File: src/rtl/sess_priv_pkg.sv
package sess_priv_pkg;
    typedef enum logic [1:0] {
        MODE_STD  = 2'b00,
        MODE_AUTH = 2'b01,
        MODE_ENC  = 2'b10
    } sess_mode_e;
endpackage

File: src/rtl/sess_try_ctr.sv
// Bank of saturating failure counters, one per credential.
module sess_try_ctr #(
    parameter int N         = 8,
    parameter int TRY_LIMIT = 4,
    localparam int IDX_W    = (N > 1) ? $clog2(N) : 1,
    localparam int CNT_W    = $clog2(TRY_LIMIT + 1)
) (
    input  logic             clk,
    input  logic             rst_n,
    input  logic             ev_ok,
    input  logic             ev_fail,
    input  logic [IDX_W-1:0] idx,
    output logic [N-1:0]     locked
);
    localparam logic [CNT_W-1:0] LIM = CNT_W'(TRY_LIMIT);

    logic [CNT_W-1:0] cnt_d [N];
    logic [CNT_W-1:0] cnt_q [N];

    always_comb begin
        for (int i = 0; i < N; i++) begin
            cnt_d[i] = cnt_q[i];
            if ((ev_ok || ev_fail) && (idx == IDX_W'(i))) begin
                if (ev_ok && (cnt_q[i] < LIM))
                    cnt_d[i] = '0;
                else if (cnt_q[i] < LIM)
                    cnt_d[i] = cnt_q[i] + 1'b1;
            end
        end
    end

    always_ff @(posedge clk or negedge rst_n) begin
        if (!rst_n) begin
            for (int i = 0; i < N; i++) cnt_q[i] <= '0;
        end else begin
            for (int i = 0; i < N; i++) cnt_q[i] <= cnt_d[i];
        end
    end

    for (genvar g = 0; g < N; g++) begin : g_lock
        assign locked[g] = (cnt_q[g] >= LIM);

        // a counter never passes the limit
        p_cnt_sat_r8: assert property (@(posedge clk) disable iff (!rst_n)
            cnt_q[g] <= LIM);
        // a locked credential stays locked until power-on reset
        p_lock_sticky_r8: assert property (@(posedge clk) disable iff (!rst_n)
            locked[g] |=> locked[g]);
    end
endmodule

File: src/rtl/sess_zone_grant.sv
// Per-zone grant decode from session state and the zone requirement table.
module sess_zone_grant
    import sess_priv_pkg::*;
#(
    parameter int NUM_ZONE = 4,
    parameter int PW_W     = 3,
    parameter int KEY_W    = 2
) (
    input  logic                      clk,
    input  logic                      rst_n,
    input  sess_mode_e                mode,
    input  logic                      pw_act,
    input  logic [PW_W-1:0]           pw_set,
    input  logic                      pw_wr,
    input  logic [KEY_W-1:0]          key,
    input  logic [NUM_ZONE-1:0]       need_pw,
    input  logic [NUM_ZONE*PW_W-1:0]  pw_tab,
    input  logic [NUM_ZONE-1:0]       need_auth,
    input  logic [NUM_ZONE-1:0]       need_enc,
    input  logic [NUM_ZONE*KEY_W-1:0] key_tab,
    output logic [NUM_ZONE-1:0]       rd,
    output logic [NUM_ZONE-1:0]       wr
);
    for (genvar z = 0; z < NUM_ZONE; z++) begin : g_zone
        logic set_hit, pw_rd_ok, pw_wr_ok, key_hit, sec_ok;

        always_comb begin
            set_hit  = pw_act && (pw_set == pw_tab[z*PW_W +: PW_W]);
            pw_rd_ok = !need_pw[z] || set_hit;
            pw_wr_ok = !need_pw[z] || (set_hit && pw_wr);
            key_hit  = (mode != MODE_STD) && (key == key_tab[z*KEY_W +: KEY_W]);
            if (need_enc[z])
                sec_ok = key_hit && (mode == MODE_ENC);
            else if (need_auth[z])
                sec_ok = key_hit;
            else
                sec_ok = 1'b1;
        end

        assign rd[z] = pw_rd_ok && sec_ok;
        assign wr[z] = pw_wr_ok && sec_ok;

        // an encryption zone is never readable outside encrypted mode
        p_enc_zone_r10: assert property (@(posedge clk) disable iff (!rst_n)
            (need_enc[z] && rd[z]) |-> (mode == MODE_ENC));
    end

    // a write grant is always accompanied by a read grant
    p_wr_has_rd_r3: assert property (@(posedge clk) disable iff (!rst_n)
        (wr & ~rd) == '0);
endmodule

File: src/rtl/sess_priv_mgr.sv
module sess_priv_mgr
    import sess_priv_pkg::*;
#(
    parameter int NUM_PW    = 8,
    parameter int NUM_KEY   = 4,
    parameter int NUM_ZONE  = 4,
    parameter int TRY_LIMIT = 4,
    localparam int PW_W     = $clog2(NUM_PW),
    localparam int KEY_W    = $clog2(NUM_KEY)
) (
    input  logic                      clk,
    input  logic                      rst_n,
    input  logic                      card_rst,
    input  logic                      pw_ok,
    input  logic                      pw_fail,
    input  logic [PW_W-1:0]           pw_sel,
    input  logic                      pw_is_wr,
    input  logic                      auth_ok,
    input  logic                      auth_fail,
    input  logic [KEY_W-1:0]          auth_key,
    input  logic                      enc_ok,
    input  logic                      mac_bad,
    input  logic [NUM_ZONE-1:0]       zone_need_pw,
    input  logic [NUM_ZONE*PW_W-1:0]  zone_pw_sel,
    input  logic [NUM_ZONE-1:0]       zone_need_auth,
    input  logic [NUM_ZONE-1:0]       zone_need_enc,
    input  logic [NUM_ZONE*KEY_W-1:0] zone_key_sel,
    output logic [1:0]                mode,
    output logic                      pw_active,
    output logic [PW_W-1:0]           pw_set,
    output logic                      pw_write,
    output logic [KEY_W-1:0]          key_cur,
    output logic [NUM_ZONE-1:0]       zone_rd,
    output logic [NUM_ZONE-1:0]       zone_wr
);
    typedef struct packed {
        sess_mode_e       mode;
        logic             pw_act;
        logic [PW_W-1:0]  pw_set;
        logic             pw_wr;
        logic [KEY_W-1:0] key;
    } sess_st_t;

    sess_st_t st_d, st_q;
    logic [NUM_PW-1:0]  pw_lock;
    logic [NUM_KEY-1:0] key_lock;
    logic               pw_good, auth_good;

    sess_try_ctr #(.N(NUM_PW), .TRY_LIMIT(TRY_LIMIT)) u_pw_ctr (
        .clk     (clk),
        .rst_n   (rst_n),
        .ev_ok   (pw_ok && !card_rst),
        .ev_fail (pw_fail && !card_rst),
        .idx     (pw_sel),
        .locked  (pw_lock)
    );

    sess_try_ctr #(.N(NUM_KEY), .TRY_LIMIT(TRY_LIMIT)) u_key_ctr (
        .clk     (clk),
        .rst_n   (rst_n),
        .ev_ok   (auth_ok && !card_rst),
        .ev_fail (auth_fail && !card_rst),
        .idx     (auth_key),
        .locked  (key_lock)
    );

    always_comb begin
        st_d      = st_q;
        pw_good   = pw_ok && !pw_lock[pw_sel];
        auth_good = auth_ok && !key_lock[auth_key];
        if (card_rst) begin
            st_d      = '0;
            st_d.mode = MODE_STD;
        end else begin
            if (pw_ok || pw_fail) begin
                st_d.pw_act = pw_good;
                st_d.pw_set = pw_sel;
                st_d.pw_wr  = pw_good && pw_is_wr;
            end
            if (mac_bad) begin
                st_d.mode = MODE_STD;
            end else if (auth_ok || auth_fail) begin
                st_d.key  = auth_key;
                st_d.mode = auth_good ? MODE_AUTH : MODE_STD;
            end else if (enc_ok && (st_q.mode != MODE_STD)) begin
                st_d.mode = MODE_ENC;
            end
        end
    end

    always_ff @(posedge clk or negedge rst_n) begin
        if (!rst_n) begin
            st_q      <= '0;
            st_q.mode <= MODE_STD;
        end else begin
            st_q <= st_d;
        end
    end

    sess_zone_grant #(.NUM_ZONE(NUM_ZONE), .PW_W(PW_W), .KEY_W(KEY_W)) u_grant (
        .clk       (clk),
        .rst_n     (rst_n),
        .mode      (st_q.mode),
        .pw_act    (st_q.pw_act),
        .pw_set    (st_q.pw_set),
        .pw_wr     (st_q.pw_wr),
        .key       (st_q.key),
        .need_pw   (zone_need_pw),
        .pw_tab    (zone_pw_sel),
        .need_auth (zone_need_auth),
        .need_enc  (zone_need_enc),
        .key_tab   (zone_key_sel),
        .rd        (zone_rd),
        .wr        (zone_wr)
    );

    assign mode      = st_q.mode;
    assign pw_active = st_q.pw_act;
    assign pw_set    = st_q.pw_set;
    assign pw_write  = st_q.pw_wr;
    assign key_cur   = st_q.key;

    // encrypted mode is never reached directly from standard mode
    p_no_enc_from_std_r6: assert property (@(posedge clk) disable iff (!rst_n)
        (mode == MODE_STD) |=> (mode != MODE_ENC));
    // a MAC mismatch always leaves the session in standard mode
    p_mac_drop_r7: assert property (@(posedge clk) disable iff (!rst_n)
        mac_bad |=> (mode == MODE_STD));
    // a failed authentication leaves no authenticated mode behind
    p_auth_fail_r5: assert property (@(posedge clk) disable iff (!rst_n)
        auth_fail |=> (mode == MODE_STD));
    // session reset clears password and mode
    p_card_rst_r9: assert property (@(posedge clk) disable iff (!rst_n)
        card_rst |=> (!pw_active && !pw_write && mode == MODE_STD));
    // a write flag never exists without an active password
    p_wr_needs_act_r2: assert property (@(posedge clk) disable iff (!rst_n)
        pw_write |-> pw_active);
endmodule

File: config.mk
export PLATFORM = sky130hd
export DESIGN_NAME = sess_priv_mgr
export DESIGN_NICKNAME = d
export VERILOG_FILES = /design/src/rtl/sess_priv_pkg.sv /design/src/rtl/sess_try_ctr.sv /design/src/rtl/sess_zone_grant.sv /design/src/rtl/sess_priv_mgr.sv
export SDC_FILE = /design/constraint.sdc
export NUM_CORES = 1
export LEC_CHECK = 0
export BUFFER_PORTS_ARGS = -buffer_cell sky130_fd_sc_hd__buf_2
export CAP_MARGIN = 20
export CORE_ASPECT_RATIO = 1.5
export CORE_MARGIN = 2
export CORE_UTILIZATION = 58
export DETAILED_ROUTE_END_ITERATION = 12
export GPL_TIMING_DRIVEN = 0
export HOLD_SLACK_MARGIN = 0.12
export PLACE_DENSITY = 0.85
export SYNTH_ARGS = -nofsm -noshare
export SYNTH_HDL_FRONTEND = slang
export SYNTH_SLANG_ARGS = --single-unit
export TNS_END_PERCENT = 30
File: constraint.sdc
create_clock -name clk -period 2.5 [get_ports clk]
set_input_delay 0.25 -clock clk [delete_from_list [all_inputs] [get_ports clk]]
set_output_delay 0.25 -clock clk [all_outputs]
set_load 0.01 [all_outputs]
**Yosys cells after proc, flatten, opt, wreduce, memory -nomap -nowiden**

Index checks and enable logic that the tools add are counted.

- Register bits after elaboration: 45
- Bits in latches: 0
- RAM bits: 0
- ROM bits: 0
- Bits of input ports: 47
- Output and inout bits: 17
- Word-level logic and storage cells: 225
- Memories kept: 0

- Add/sub/neg operators: 12
- Multipliers: 0
- Divide/modulo/power cells: 0
- Order comparisons: 26
- Equal/unequal tests: 20
- Shift-type cells: 0
- Multiplexer cells: 44
- Bitwise gates (word level): 0
- Reduce and logical (&&, ||, !) cells: 106

Operators by type and width:

| kind | number |
|---|---|
| two-way mux 3 bit | 24 |
| logical AND 1 bit | 56 |
| adder 3 x 1 -> 3 bit, second input constant | 12 |
| >= comparator 3 bit, second input constant | 12 |
| less-than comparator 3 bit, second input constant | 12 |
| nonzero test 2 bit | 15 |
| AND reduction 2 bit | 13 |
| == test 3 bit | 4 |
| == test 3 bit, second input constant | 4 |
| logical OR 1 bit | 12 |
| two-way mux 1 bit | 11 |
| two-way mux 2 bit | 5 |
| two-way mux 9 bit | 1 |
| == test 2 bit | 4 |
| zero test 1 bit | 7 |
| == test 2 bit, second input constant | 3 |
| == test 3 x 2 -> 1 bit, second input constant | 2 |
| two-way mux 5 bit | 1 |
| less-than comparator 3 x 4 -> 1 bit, second input constant | 1 |
| nonzero test 4 bit | 1 |
| binary-select mux 1 bit (select 3 bit) | 1 |
| == test 3 x 1 -> 1 bit, second input constant | 1 |
| zero test 3 bit | 1 |
| less-than comparator 2 x 3 -> 1 bit, second input constant | 1 |
| other kinds (4) | 4 |

**Depth between registers and ports, before layout**

Gate-level depths: netlist of run 1.

- Depth in word-level cells: 9
- Gate-level depth with buffers: 5
- Mapped depth without buffers: 3

**Cells and area by module**

A second synthesis of run 1 with hierarchy kept.

- Cell total of the unflattened synthesis: 301
- Area total of the unflattened synthesis: 3009.1 sq um

Modules (own cells, without submodules):

| module | times used | cells an instance | area each (sq um) | sequential area each (sq um) |
|---|---|---|---|---|
| sess_try_ctr (u_pw_ctr) | 1 | 128 | 1380.1 | 600.6 |
| sess_try_ctr (u_key_ctr) | 1 | 65 | 678.2 | 300.3 |
| sess_priv_mgr | 1 | 53 | 511.7 | 225.2 |
| sess_zone_grant | 1 | 55 | 439.2 | 0.0 |

**Least setup slack after synthesis of run 1**

Ideal clock, no wire load.

- Kind: flip-flop to output port
- From: register st_q (netlist bit key_cur[0])
- To: output port zone_wr[0]
- Data arrival time: 1.275 ns
- Data required time: 2.250 ns
- Slack: 0.975 ns
- Stages on the path, launching flop included: 5
- Buffers on the path: 1
- Cells stage by stage: dfrtp_1 -> clkbuf_1 -> xnor2_1 -> a41oi_1 -> a211oi_1

- Longest elaborated chain between the ends: 5
- Elaborated cells on any way between the ends: 6
- Classes of those cells: eq/ne: 1; mux: 2; reduce/logical: 3

RTL lines:

| element | line | source |
|---|---|---|
| from (decl) | sess_priv_mgr.sv:44 | `sess_st_t st_d, st_q;` |
| from (signal assigned) | sess_priv_mgr.sv:96 | `st_q <= st_d;` |
| == test 2 bit * | sess_zone_grant.sv:31 | `key_hit = (mode != MODE_STD) && (key == key_tab[z*KEY_W +: KEY_W]);` |
| logical AND 1 bit * | sess_zone_grant.sv:31 |  |
| two-way mux 1 bit or logical AND 1 bit (tied branches) | sess_zone_grant.sv:34, sess_zone_grant.sv:33 |  |
| two-way mux 1 bit * | sess_zone_grant.sv:32 | `if (need_enc[z])` |
| logical AND 1 bit * | sess_zone_grant.sv:41 | `assign wr[z] = pw_wr_ok && sec_ok;` |
| to (decl) | sess_priv_mgr.sv:34 | `output logic [NUM_ZONE-1:0] zone_wr` |

Every way passes the cells marked *; elsewhere a longest branch is shown, timed or not.

**Worst setup path in the final report of run 1**

- From: register st_q (netlist bit pw_set[1])
- To: output port zone_wr[0]

- Longest elaborated chain between the ends: 5

RTL lines:

| element | line | source |
|---|---|---|
| == test 3 bit | sess_zone_grant.sv:28 | `set_hit = pw_act && (pw_set == pw_tab[z*PW_W +: PW_W]);` |
| logical AND 1 bit | sess_zone_grant.sv:28 |  |
| logical AND 1 bit | sess_zone_grant.sv:30 | `pw_wr_ok = !need_pw[z] \|\| (set_hit && pw_wr);` |
| logical OR 1 bit | sess_zone_grant.sv:30 |  |
| logical AND 1 bit | sess_zone_grant.sv:41 |  |

Every way passes these cells.

==> results of run 1 <==
[per-layer routing]
metal	share of wire (%)	vias to the layer above	GRT usage, %
li1	-	1045	-
met1	40	999	21.75
met2	54	64	42.86
met3	5.2	8	4.458
met4	1.2	0	7.071
met5	0	-	0
[flip-flops by register name (all words and copies together) (netlist names)]
name / cells
pw_active: 1
u_pw_ctr.cnt_q: 24
u_key_ctr.cnt_q: 12
pw_set: 3
mode: 2
key_cur: 2
pw_write: 1
[placed cells by master (no fill, tap or decap), drive strengths merged, types with 7 or more instances in the layout]
master and instances:
clkbuf 14, xnor2 20, buf 66, a31o 10, nand4 8, dfrtp 45
inv 16, mux2 11, ha 12, o21ai 7, a21oi 8, nor2 18
nor2b 8, mux2i 19, nand2 22
[worst max-delay path, stage by stage, from the launching register on]
cell	delay, ps
sky130_fd_sc_hd__dfrtp_1	360
sky130_fd_sc_hd__clkbuf_1	280
sky130_fd_sc_hd__xnor2_1	160
sky130_fd_sc_hd__nand4_1	170
sky130_fd_sc_hd__a211oi_1	260
sky130_fd_sc_hd__buf_2	170
[layout make-up]
class | count | area (um^2)
multi-input cells | 183 | 1435
fillers | 331 | 1371
flip-flops and latches | 45 | 1126
repair buffers | 60 | 300.3
clock buffers | 7 | 86.33
plain buffers | 13 | 65.06
inverters | 16 | 60.06
well taps | 48 | 60.06
[per-stage QoR]
stage               worst slack, ps  hold slack (ps)  cell area, um^2
floorplan                     975.1           -45.59             2686
global route                  428.1            145.9             3133
finish                        570.8            100.5             3133
CTS                           550.6            133.9             3133
global placement              906.5            440.0             3047
detailed placement            828.0            442.6             3047
[report_power, final]
group	switching (uW)	internal [uW]	leakage, uW
registers	220	1020	0.000555
logic	381	478	0.000929
clock network	229	219	0.0000443
[kinds of logic (layout without fill, tap and decap cells)]
logic type,after synthesis,in the layout,share of synthesized area [%]
flip-flops,45,45,41.92
adder cells (fa/ha/maj),12,12,5.589
multiplexers,32,32,13.65
AO/OA/AOI/OAI,40,40,11.60
AND/OR/NAND/NOR,79,79,16.07
buffers and inverters,29,96,4.658
XOR/XNOR,20,20,6.521
[worst max-delay path by stage]
stage	startpoint	end	slack (ps)
final	pw_set[1]	zone_wr[0]	570
after global routing	pw_set[1]	zone_wr[0]	430
after CTS	key_cur[1]	zone_wr[3]	550
after detailed placement	card_rst	u_pw_ctr.cnt_q[22]	830
after global placement	key_cur[1]	zone_wr[3]	910
after floorplan	key_cur[0]	zone_wr[0]	980
==> parameters.txt, run 1 <==
Parameter                              Value

Run status
  Status ... complete, no violations

Floorplan
  Placeable core region ... 0.004504 mm^2
  Die X-Extent ... 59.57 um
  Starting density of the core ... around three fifths
  Ports ... 64
  Number of cell rows ... 30
  Floorplan die height ... 87.35 um
  Full die area ... around 0.0052 mm^2

Setup path
  Startpoint types ... flop
  Reg2reg setup slack ... around 1100 ps
  Worst Path Max Fanout ... 5
  Required time at the worst-slack endpoint ... roughly 2300 ps
  Critical Path Sink Type ... primary output
  Launching point of the worst reg2reg path ... u_pw_ctr.cnt_q[17]
  Number of cells traversed by the worst register-to-register path ... 3
  Reg-to-reg endpoint ... pw_write
  Arrival time of data at the critical path endpoint ... between 1500 and 2000 ps
  Critical path class ... flop to primary output

Hold path
  Hold Crit Class ... primary input to asynchronous set/reset pin

Clock network
  Post-cts repair resize count ... 0
  Clock Tree Buf Depth ... 2
  CTS tree ... done
  Clock slew seen by the registers of the worst setup and hold paths ... around 80 ps
  Number of buffers added to fix hold violations after cts ... 0
  Post-CTS setup buffer count ... 0
  CTS root buffer ... sky130_fd_sc_hd__clkbuf_8
  Clock buffer count from CTS ... 5
  Maximum level of the CTS H-tree ... 2
  Worst-Skew Late Latency ... 290 ps
  Clock sink total ... between 40 and 50

STA
  Final hold viol count ... 0
  Worst Clk Skew ... 3.831 ps
  Transition time at the pin with the least slew margin ... ~970 ps
  Minimum period implied by the final worst setup slack ... 1929 ps
  Final setup viols ... 0
  Final cycle utilization of the critical path ... between 70 and 80%
  Setup TNS after final layout ... 0 ps
  Peak Freq ... around 0.52 GHz
  Final count of pins violating max slew ... 0
  Worst slew slack as a fraction of its limit ... between 30% and 40%
  RSZ-0062 raised after global routing ... no

Power and ir drop
  Power Density ... between 800 and 900 mW/mm^2
  Post-route total power ... between 2000 and 3000 uW
  Leakage power ... around 0.0015 uW
  Max rail drop VDD ... ~0.55 mV

Drt
  Number of DRC violations after detailed routing ... 0
  Initial DRC Count ... between 50 and 60
  Vias per cell ... 5.688
  Detailed-routing iteration count for the pre-antenna-repair pass ... 4
  Residual antenna-violating net count after detailed routing ... 0
  Aggregate routed wire length ... between 5000 and 6000 um
  Vias after detailed routing ... 2116
  Average routed wire per standard cell ... 14.56 um

Synthesis
  Post-Syn Area per Cell ... approximately 10 um^2
  Number of enable-type register cells in the synthesized netlist ... 0
  Warnings from Yosys ... 0
  Most area-hungry cell type in the Yosys netlist ... sky130_fd_sc_hd__dfrtp_1
  Net count after synthesis ... 316
  Yosys top cell area share ... around two fifths
  Most common cell in the netlist ... sky130_fd_sc_hd__dfrtp_1
  List of most frequent post-synthesis cells ... sky130_fd_sc_hd__dfrtp_1 (45), sky130_fd_sc_hd__nand2_1 (22), sky130_fd_sc_hd__xnor2_1 (20)
  Most used flip-flop cell after synthesis ... sky130_fd_sc_hd__dfrtp_1
  Sequential element share of the synthesized area ... about two fifths
  Leading post-synthesis cells by cell area ... sky130_fd_sc_hd__dfrtp_1 (42%), sky130_fd_sc_hd__mux2i_1 (7.1%), sky130_fd_sc_hd__xnor2_1 (6.5%)
  Distinct cell type count after synthesis ... 42
  Share of flip-flops with an asynchronous set or reset ... 100.0%
  Netlist Area Pre-Place ... approximately 0.0027 mm^2
  Number of synthesized register bits ... between 40 and 50
  Synth Instances ... roughly 260

GRT
  First-pass GRT wire length ... 8597 um
  Vias in the first global route ... slightly above 2000
  Antenna violations before repair ... 0
  GRT Resource Usage Total ... a little over a fifth
  Maximum number of pins on one net before global-route repair ... between 40 and 50
  Overflow left after global routing ... 0

Finish
  NumNets Final ... about 380
  Area overhead of the layout relative to synthesis ... 16.63%
  Diodes inserted ... 0
  Share of the core filled with cells ... ~70%
  Fraction of layout cells with a size suffix above 1 ... 31.79%
  Number of non-filler instances in the completed layout ... between 300 and 400

Placement
  Last weighted congestion value of the routability-driven placer ... 0.7622
  Buffers on Ports ... 60
  Placed cells ... about 370
  Detailed-placement wirelength estimate ... ~4200 um

Job
  Count of max-cap constraint violations ... 0
Note: power is estimated with default switching activity, not from simulation.
==> run 2, diff against run 1 <==
--- a/config.mk
+++ b/config.mk
@@ -5,15 +5,16 @@
 export SDC_FILE = /design/constraint.sdc
 export NUM_CORES = 1
 export LEC_CHECK = 0
+export ABC_AREA = 1
 export BUFFER_PORTS_ARGS = -buffer_cell sky130_fd_sc_hd__buf_2
 export CAP_MARGIN = 20
 export CORE_ASPECT_RATIO = 1.5
 export CORE_MARGIN = 2
-export CORE_UTILIZATION = 58
+export CORE_UTILIZATION = 54
 export DETAILED_ROUTE_END_ITERATION = 12
 export GPL_TIMING_DRIVEN = 0
 export HOLD_SLACK_MARGIN = 0.12
-export PLACE_DENSITY = 0.85
+export PLACE_DENSITY = 0.8
 export SYNTH_ARGS = -nofsm -noshare
 export SYNTH_HDL_FRONTEND = slang
 export SYNTH_SLANG_ARGS = --single-unit
==> constraint.sdc (replaced) <==
create_clock -name clk -period 2 [get_ports clk]
set_input_delay 0.2 -clock clk [delete_from_list [all_inputs] [get_ports clk]]
set_output_delay 0.2 -clock clk [all_outputs]
set_load 0.01 [all_outputs]
==> parameters.txt, run 2 <==
Parameter                              Value

Synthesis
  Post-Syn Area per Cell ... between 7 and 8 um^2
  Number of enable-type register cells in the synthesized netlist ... 0
  Simple-Gate Fraction of Synth Area ... 30.36%
  Area share of fa/ha/maj cells after synthesis ... roughly 5.5%
  Warnings from Yosys ... 0
  Synth Instances ... between 300 and 400
  Most area-hungry cell type in the Yosys netlist ... sky130_fd_sc_hd__dfrtp_1
  Most used flip-flop cell after synthesis ... sky130_fd_sc_hd__dfrtp_1
  Netlist Area Pre-Place ... about 0.0027 mm^2
  Dominant combinational cell family by area after synthesis ... simple AND/OR/NAND/NOR gates
  Area share of xor/xnor cells in the synthesized design ... under 10%
  Number of synthesized register bits ... 45
  Yosys top cell area share ... between 40% and 50%
  Fraction of synthesized area in multiplexers ... 0%
  List of most frequent post-synthesis cells ... sky130_fd_sc_hd__nand2_1 (92), sky130_fd_sc_hd__inv_1 (58), sky130_fd_sc_hd__dfrtp_1 (45)
  Share of the synthesized area in compound gates (AO/OA/AOI/OAI) ... between 10% and 20%
  Distinct cell type count after synthesis ... 30
  Sequential element share of the synthesized area ... around 41%
  Net count after synthesis ... around 420
  Share of flip-flops with an asynchronous set or reset ... between 90% and 100%
  Most common cell in the netlist ... sky130_fd_sc_hd__nand2_1
  Leading post-synthesis cells by cell area ... sky130_fd_sc_hd__dfrtp_1 (41%), sky130_fd_sc_hd__nand2_1 (13%), sky130_fd_sc_hd__inv_1 (8.0%)

Finish
  Area overhead of the layout relative to synthesis ... 18.61%
  NumNets Final ... roughly 490
  Share of the core filled with cells ... 66.94%
  Diodes inserted ... 0
  Number of flip-flops in the largest register ... 24
  Commonest non-fill, non-tap cell in the layout ... sky130_fd_sc_hd__nand2_1
  Fraction of layout cells with a size suffix above 1 ... ~22%
  Top reg by flops ... u_pw_ctr.cnt_q
  Most frequent cells in the layout ... sky130_fd_sc_hd__nand2_1 (92), sky130_fd_sc_hd__buf_2 (66), sky130_fd_sc_hd__inv_1 (58)

Clock network
  Maximum level of the CTS H-tree ... 2
  CTS tree ... done
  Clock buffer count from CTS ... 5
  Worst-Skew Late Latency ... between 200 and 300 ps
  Clock slew seen by the registers of the worst setup and hold paths ... around 80 ps
  Clock Tree Buf Depth ... 2
  CTS root buffer ... sky130_fd_sc_hd__clkbuf_8
  Post-CTS setup buffer count ... 0
  Clock sink total ... between 40 and 50

Setup path
  Startpoint types ... flop
  Reg2reg setup slack ... ~900 ps
  Critical Path Sink Type ... primary output
  Required time at the worst-slack endpoint ... 1800 ps
  Worst Path Max Fanout ... 7
  Critical path class ... flop to primary output
  Arrival time of data at the critical path endpoint ... 1510 ps

Power and ir drop
  Max rail drop VDD ... roughly 0.38 mV
  Power Density ... around 570 mW/mm^2
  Leakage power ... between 0.0015 and 0.002 uW

Floorplan
  Ports ... between 60 and 70
  Floorplan die height ... just over 90 um
  Starting density of the core ... between 50% and 60%
  Number of cell rows ... 31
  Full die area ... around 0.0057 mm^2
  Die X-Extent ... 62.12 um
  Placeable core region ... roughly 0.0048 mm^2

Drt
  Initial DRC Count ... 76
  Vias per cell ... ~5
  Residual antenna-violating net count after detailed routing ... 0
  Aggregate routed wire length ... around 5700 um
  Average routed wire per standard cell ... about 11 um
  Vias after detailed routing ... 2524
  Detailed-routing iteration count for the pre-antenna-repair pass ... 4
  Number of DRC violations after detailed routing ... 0

STA
  Final cycle utilization of the critical path ... a little under nine tenths
  Minimum period implied by the final worst setup slack ... about 1700 ps
  Final hold viol count ... 0
  Transition time at the pin with the least slew margin ... approximately 440 ps
  Worst slew slack as a fraction of its limit ... a little over two thirds
  Worst Clk Skew ... around 4.6 ps
  RSZ-0062 raised after global routing ... no
  Peak Freq ... 0.5835 GHz
  Setup ws final ... 286.3 ps
  WHS ... about 220 ps
  Final count of pins violating max slew ... 0
  Final setup viols ... 0
  Setup TNS after final layout ... 0 ps

GRT
  Vias in the first global route ... roughly 2500
  First-pass GRT wire length ... approximately 10000 um
  Maximum number of pins on one net before global-route repair ... 46
  Overflow left after global routing ... 0
  GRT Resource Usage Total ... around 22%
  Antenna violations before repair ... 0

Placement
  Dpl ws ... between 500 and 600 ps
  Detailed-placement wirelength estimate ... approximately 4500 um
  Last weighted congestion value of the routability-driven placer ... 0.8164
  Buffers on Ports ... 62

Run status
  Status ... complete, no violations

Hold path
  Hold Crit Class ... primary input to flop

Job
  Count of max-cap constraint violations ... 0
[run 2: kinds of logic after synthesis]
kind of cell    count (synthesis)
fa+ha+maj                      12
flops                          45
buf+inv                        65
xor+xnor                        6
compound gates                 59
simple gates                  175
[run 2: critical path, cell delays in order (launching register included)]
cell                       delay, ps
sky130_fd_sc_hd__dfrtp_1         460
sky130_fd_sc_hd__nor2_1           60
sky130_fd_sc_hd__inv_1           140
sky130_fd_sc_hd__nand2_1          70
sky130_fd_sc_hd__o21bai_1        190
sky130_fd_sc_hd__nand2_1         100
sky130_fd_sc_hd__nor2_1           80
sky130_fd_sc_hd__buf_2           130
[run 2: metal layers]
metal	up-vias	track usage, %	share of wire (%)
li1	1310	-	-
met1	1129	25.63	42
met2	75	40.13	50
met3	10	4.461	5.4
met4	0	8.889	2.3
met5	-	0	0
[run 2: stage by stage]
stage          instances  power [uW]  instance area, um^2
2_1_floorplan        362        1180                 2736
3_3_place_gp         490        1305                 3129
3_5_place_dp         490        1317                 3129
4_1_cts              499        1860                 3226
5_1_grt              500        1951                 3246
6_report             500        1840                 3246
[run 2: final timing paths]
| path | startpoint | cells past startpoint | end |
|---|---|---|---|
| worst max-delay path | mode[0] | 7 | zone_wr[2] |
| worst min-delay path | enc_ok | 3 | mode[1] |
| worst max register to register | u_key_ctr.cnt_q[8] | 3 | u_key_ctr.cnt_q[7] |
| min in group asynchronous | rst_n | 2 | u_key_ctr.cnt_q[2] |
| max in group asynchronous | rst_n | 3 | u_pw_ctr.cnt_q[21] |
| worst min register to register | u_pw_ctr.cnt_q[3] | 1 | u_pw_ctr.cnt_q[3] |
[run 2: cell type report]
cell class,instances,area [um^2]
plain buffers,4,20.02
clock buffers,5,68.82
clock inverters,3,17.52
fillers,421,1603
inverters,61,229.0
multi-input cells,252,1361
flip-flops and latches,45,1126
well taps,66,82.58
repair buffers,64,340.3
[run 2: timing repair]
action | CTS | global route
endpoints found under the hold margin | 45 | 0
resized for setup | 0 | 0
hold buffers | 1 | 0
[run 2: report_power, final]
part	total [uW]	switching, uW	internal [uW]	leakage, uW
sequential	987	36.9	950	0.000509
combinational	317	189	128	0.00125
clock	536	295	241	0.0000439
==> run 3, diff against run 2 <==
--- a/config.mk
+++ b/config.mk
@@ -10,11 +10,11 @@
 export CAP_MARGIN = 20
 export CORE_ASPECT_RATIO = 1.5
 export CORE_MARGIN = 2
-export CORE_UTILIZATION = 54
+export CORE_UTILIZATION = 58
 export DETAILED_ROUTE_END_ITERATION = 12
 export GPL_TIMING_DRIVEN = 0
 export HOLD_SLACK_MARGIN = 0.12
-export PLACE_DENSITY = 0.8
+export PLACE_DENSITY = 0.85
 export SYNTH_ARGS = -nofsm -noshare
 export SYNTH_HDL_FRONTEND = slang
 export SYNTH_SLANG_ARGS = --single-unit
==> constraint.sdc (replaced) <==
create_clock -name clk -period 2.1 [get_ports clk]
set_input_delay 0.21 -clock clk [delete_from_list [all_inputs] [get_ports clk]]
set_output_delay 0.21 -clock clk [all_outputs]
set_load 0.01 [all_outputs]
==> parameters.txt, run 3 (synthesized netlist as in run 2, its figures left out) <==
Parameter                              Value

Clock network
  Worst-Skew Late Latency ... approximately 300 ps
  Clock Tree Buf Depth ... 2
  CTS root buffer ... sky130_fd_sc_hd__clkbuf_8
  Clock sink total ... 45
  CTS tree ... done
  Post-cts repair resize count ... 0
  Maximum level of the CTS H-tree ... 2
  Clock buffer count from CTS ... 5
  Clock slew seen by the registers of the worst setup and hold paths ... ~80 ps

Finish
  Commonest non-fill, non-tap cell in the layout ... sky130_fd_sc_hd__nand2_1
  NumNets Final ... between 400 and 500
  Sequential cell area ... ~0.0011 mm^2
  Number of flip-flops in the largest register ... 24
  Filler cell count ... between 300 and 400
  Area overhead of the layout relative to synthesis ... 20.26%
  Diodes inserted ... 0
  Most frequent cells in the layout ... sky130_fd_sc_hd__nand2_1 (92), sky130_fd_sc_hd__buf_2 (66), sky130_fd_sc_hd__inv_1 (58)
  Area taken by multi-input logic gates ... 0.001361 mm^2
  Fraction of layout cells with a size suffix above 1 ... ~22%
  Top reg by flops ... u_pw_ctr.cnt_q
  Number of non-filler instances in the completed layout ... 498

Run status
  Status ... complete, no violations

STA
  Final count of pins violating max slew ... 0
  Peak Freq ... roughly 0.56 GHz
  Minimum period implied by the final worst setup slack ... between 1500 and 2000 ps
  Worst slew slack as a fraction of its limit ... around three quarters
  Worst Clk Skew ... roughly 7 ps
  Transition time at the pin with the least slew margin ... 358.6 ps
  Final cycle utilization of the critical path ... between 80% and 90%
  Setup TNS after final layout ... 0 ps
  RSZ-0062 raised after global routing ... no
  Final hold viol count ... 0
  Final setup viols ... 0

Placement
  Buffers on Ports ... 62
  Placed cells ... 488
  Detailed-placement wirelength estimate ... 4567 um
  Last weighted congestion value of the routability-driven placer ... between 0.8 and 0.9

Drt
  Aggregate routed wire length ... approximately 6000 um
  Number of DRC violations after detailed routing ... 0
  Vias after detailed routing ... between 2000 and 3000
  Average routed wire per standard cell ... 12.05 um
  Vias per cell ... ~5.2
  Initial DRC Count ... about 130
  Residual antenna-violating net count after detailed routing ... 0
  Detailed-routing iteration count for the pre-antenna-repair pass ... 5

Power and ir drop
  Leakage power ... about 0.0018 uW
  Power Density ... about 610 mW/mm^2
  Max rail drop VDD ... 0.5369 mV

Floorplan
  Full die area ... about 0.0053 mm^2
  Ports ... 64
  Placeable core region ... roughly 0.0045 mm^2
  Die X-Extent ... 60.08 um
  Floorplan die height ... between 80 and 90 um
  Starting density of the core ... around three fifths
  Number of cell rows ... 30

Setup path
  Arrival time of data at the critical path endpoint ... around 1600 ps
  Critical path's slowest cell ... sky130_fd_sc_hd__dfrtp_1
  Critical Path Most Common Cell ... sky130_fd_sc_hd__nor2_1
  Critical Path Sink Type ... primary output
  Startpoint types ... flop
  Critical path class ... flop to primary output
  Cell-by-cell listing of the critical path ... inv_1, nor2_1, nor2_1, nand3_1, nand2_1, nand2_1, nor2_1, buf_2
  Worst Path Max Fanout ... 7
  CP peak stage delay ... between 400 and 500 ps
  Required time at the worst-slack endpoint ... between 1500 and 2000 ps

Job
  Count of max-cap constraint violations ... 0

GRT
  Overflow left after global routing ... 0
  Vias in the first global route ... between 2000 and 2500
  Maximum number of pins on one net before global-route repair ... 46
  Antenna violations before repair ... 0
  First-pass GRT wire length ... around 10000 um
  GRT Resource Usage Total ... about a quarter

Hold path
  Hold Crit Class ... primary input to flop
-- run 3: changes by cell type in the layout (fill, tap and decap cells not counted) --
| cell | delta |
|---|---|
| sky130_fd_sc_hd__bufinv_16 | +2 |
| sky130_fd_sc_hd__clkinv_2 | -1 |
| sky130_fd_sc_hd__clkinvlp_4 | -1 |
-- run 3: power by group --
| part | internal (uW) | total (uW) | leakage [uW] | switching (uW) |
|---|---|---|---|---|
| registers | 905 | 939 | 0.000509 | 34.5 |
| clock network | 472 | 764 | 0.0000681 | 292 |
| logic | 123 | 308 | 0.00125 | 186 |
-- run 3: final timing paths --
| kind | cells after the start | to | from | slack (ps) |
|---|---|---|---|---|
| worst max-delay path | 8 | zone_wr[1] | pw_set[0] | 310 |
| worst min-delay path | 4 | mode[0] | enc_ok | 200 |
| worst max register to register | 6 | u_key_ctr.cnt_q[9] | u_key_ctr.cnt_q[11] | 1010 |
| worst min register to register | 1 | u_key_ctr.cnt_q[9] | u_key_ctr.cnt_q[9] | 490 |
| max in group asynchronous | 3 | u_key_ctr.cnt_q[6] | rst_n | 1370 |
| min in group asynchronous | 2 | u_key_ctr.cnt_q[2] | rst_n | 280 |
-- run 3: layer usage --
layer | share of wire [%] | GRT usage (%)
met5 | 0 | 0
met4 | 1.1 | 7.677
met3 | 5.0 | 4.136
met2 | 54 | 47.33
met1 | 40 | 27.19
-- run 3: area by class of cell --
type,count,share of cell area (%)
multi-input cells,252,41.37
flip-flops and latches,45,34.22
repair buffers,64,10.34
inverters,61,6.958
well taps,64,2.433
clock buffers,5,2.091
clock inverters,3,1.977
plain buffers,4,0.6084
-- run 3: worst max-delay path: cells and delay by family (launching register included) --
kind	cells	cell delay, ps
buffers and inverters	2	330
DFF	1	410
and+or+nand+nor	6	540
-- run 3: repair_timing --
action                                 4_1_cts  5_1_grt
endpoints found under the hold margin       43        0
setup buffers                                0        0
hold buffers                                 1        0
-- run 3: through the flow --
| stage | instance area [um^2] | worst slack, ps | utilization [%] | hold WS, ps | power (uW) |
|---|---|---|---|---|---|
| 2_1_floorplan | 2736 | 830.0 | - | -85.59 | 1124 |
| 3_3_place_gp | 3127 | 623.0 | 68.84 | 418.7 | 1243 |
| 3_5_place_dp | 3127 | 616.3 | 68.84 | 431.3 | 1256 |
| 4_1_cts | 3271 | 286.4 | 72.01 | 202.6 | 2022 |
| 5_1_grt | 3291 | 161.7 | 72.45 | 240.6 | 2105 |
| 6_report | 3291 | 311.8 | 72.45 | 196.1 | 2012 |
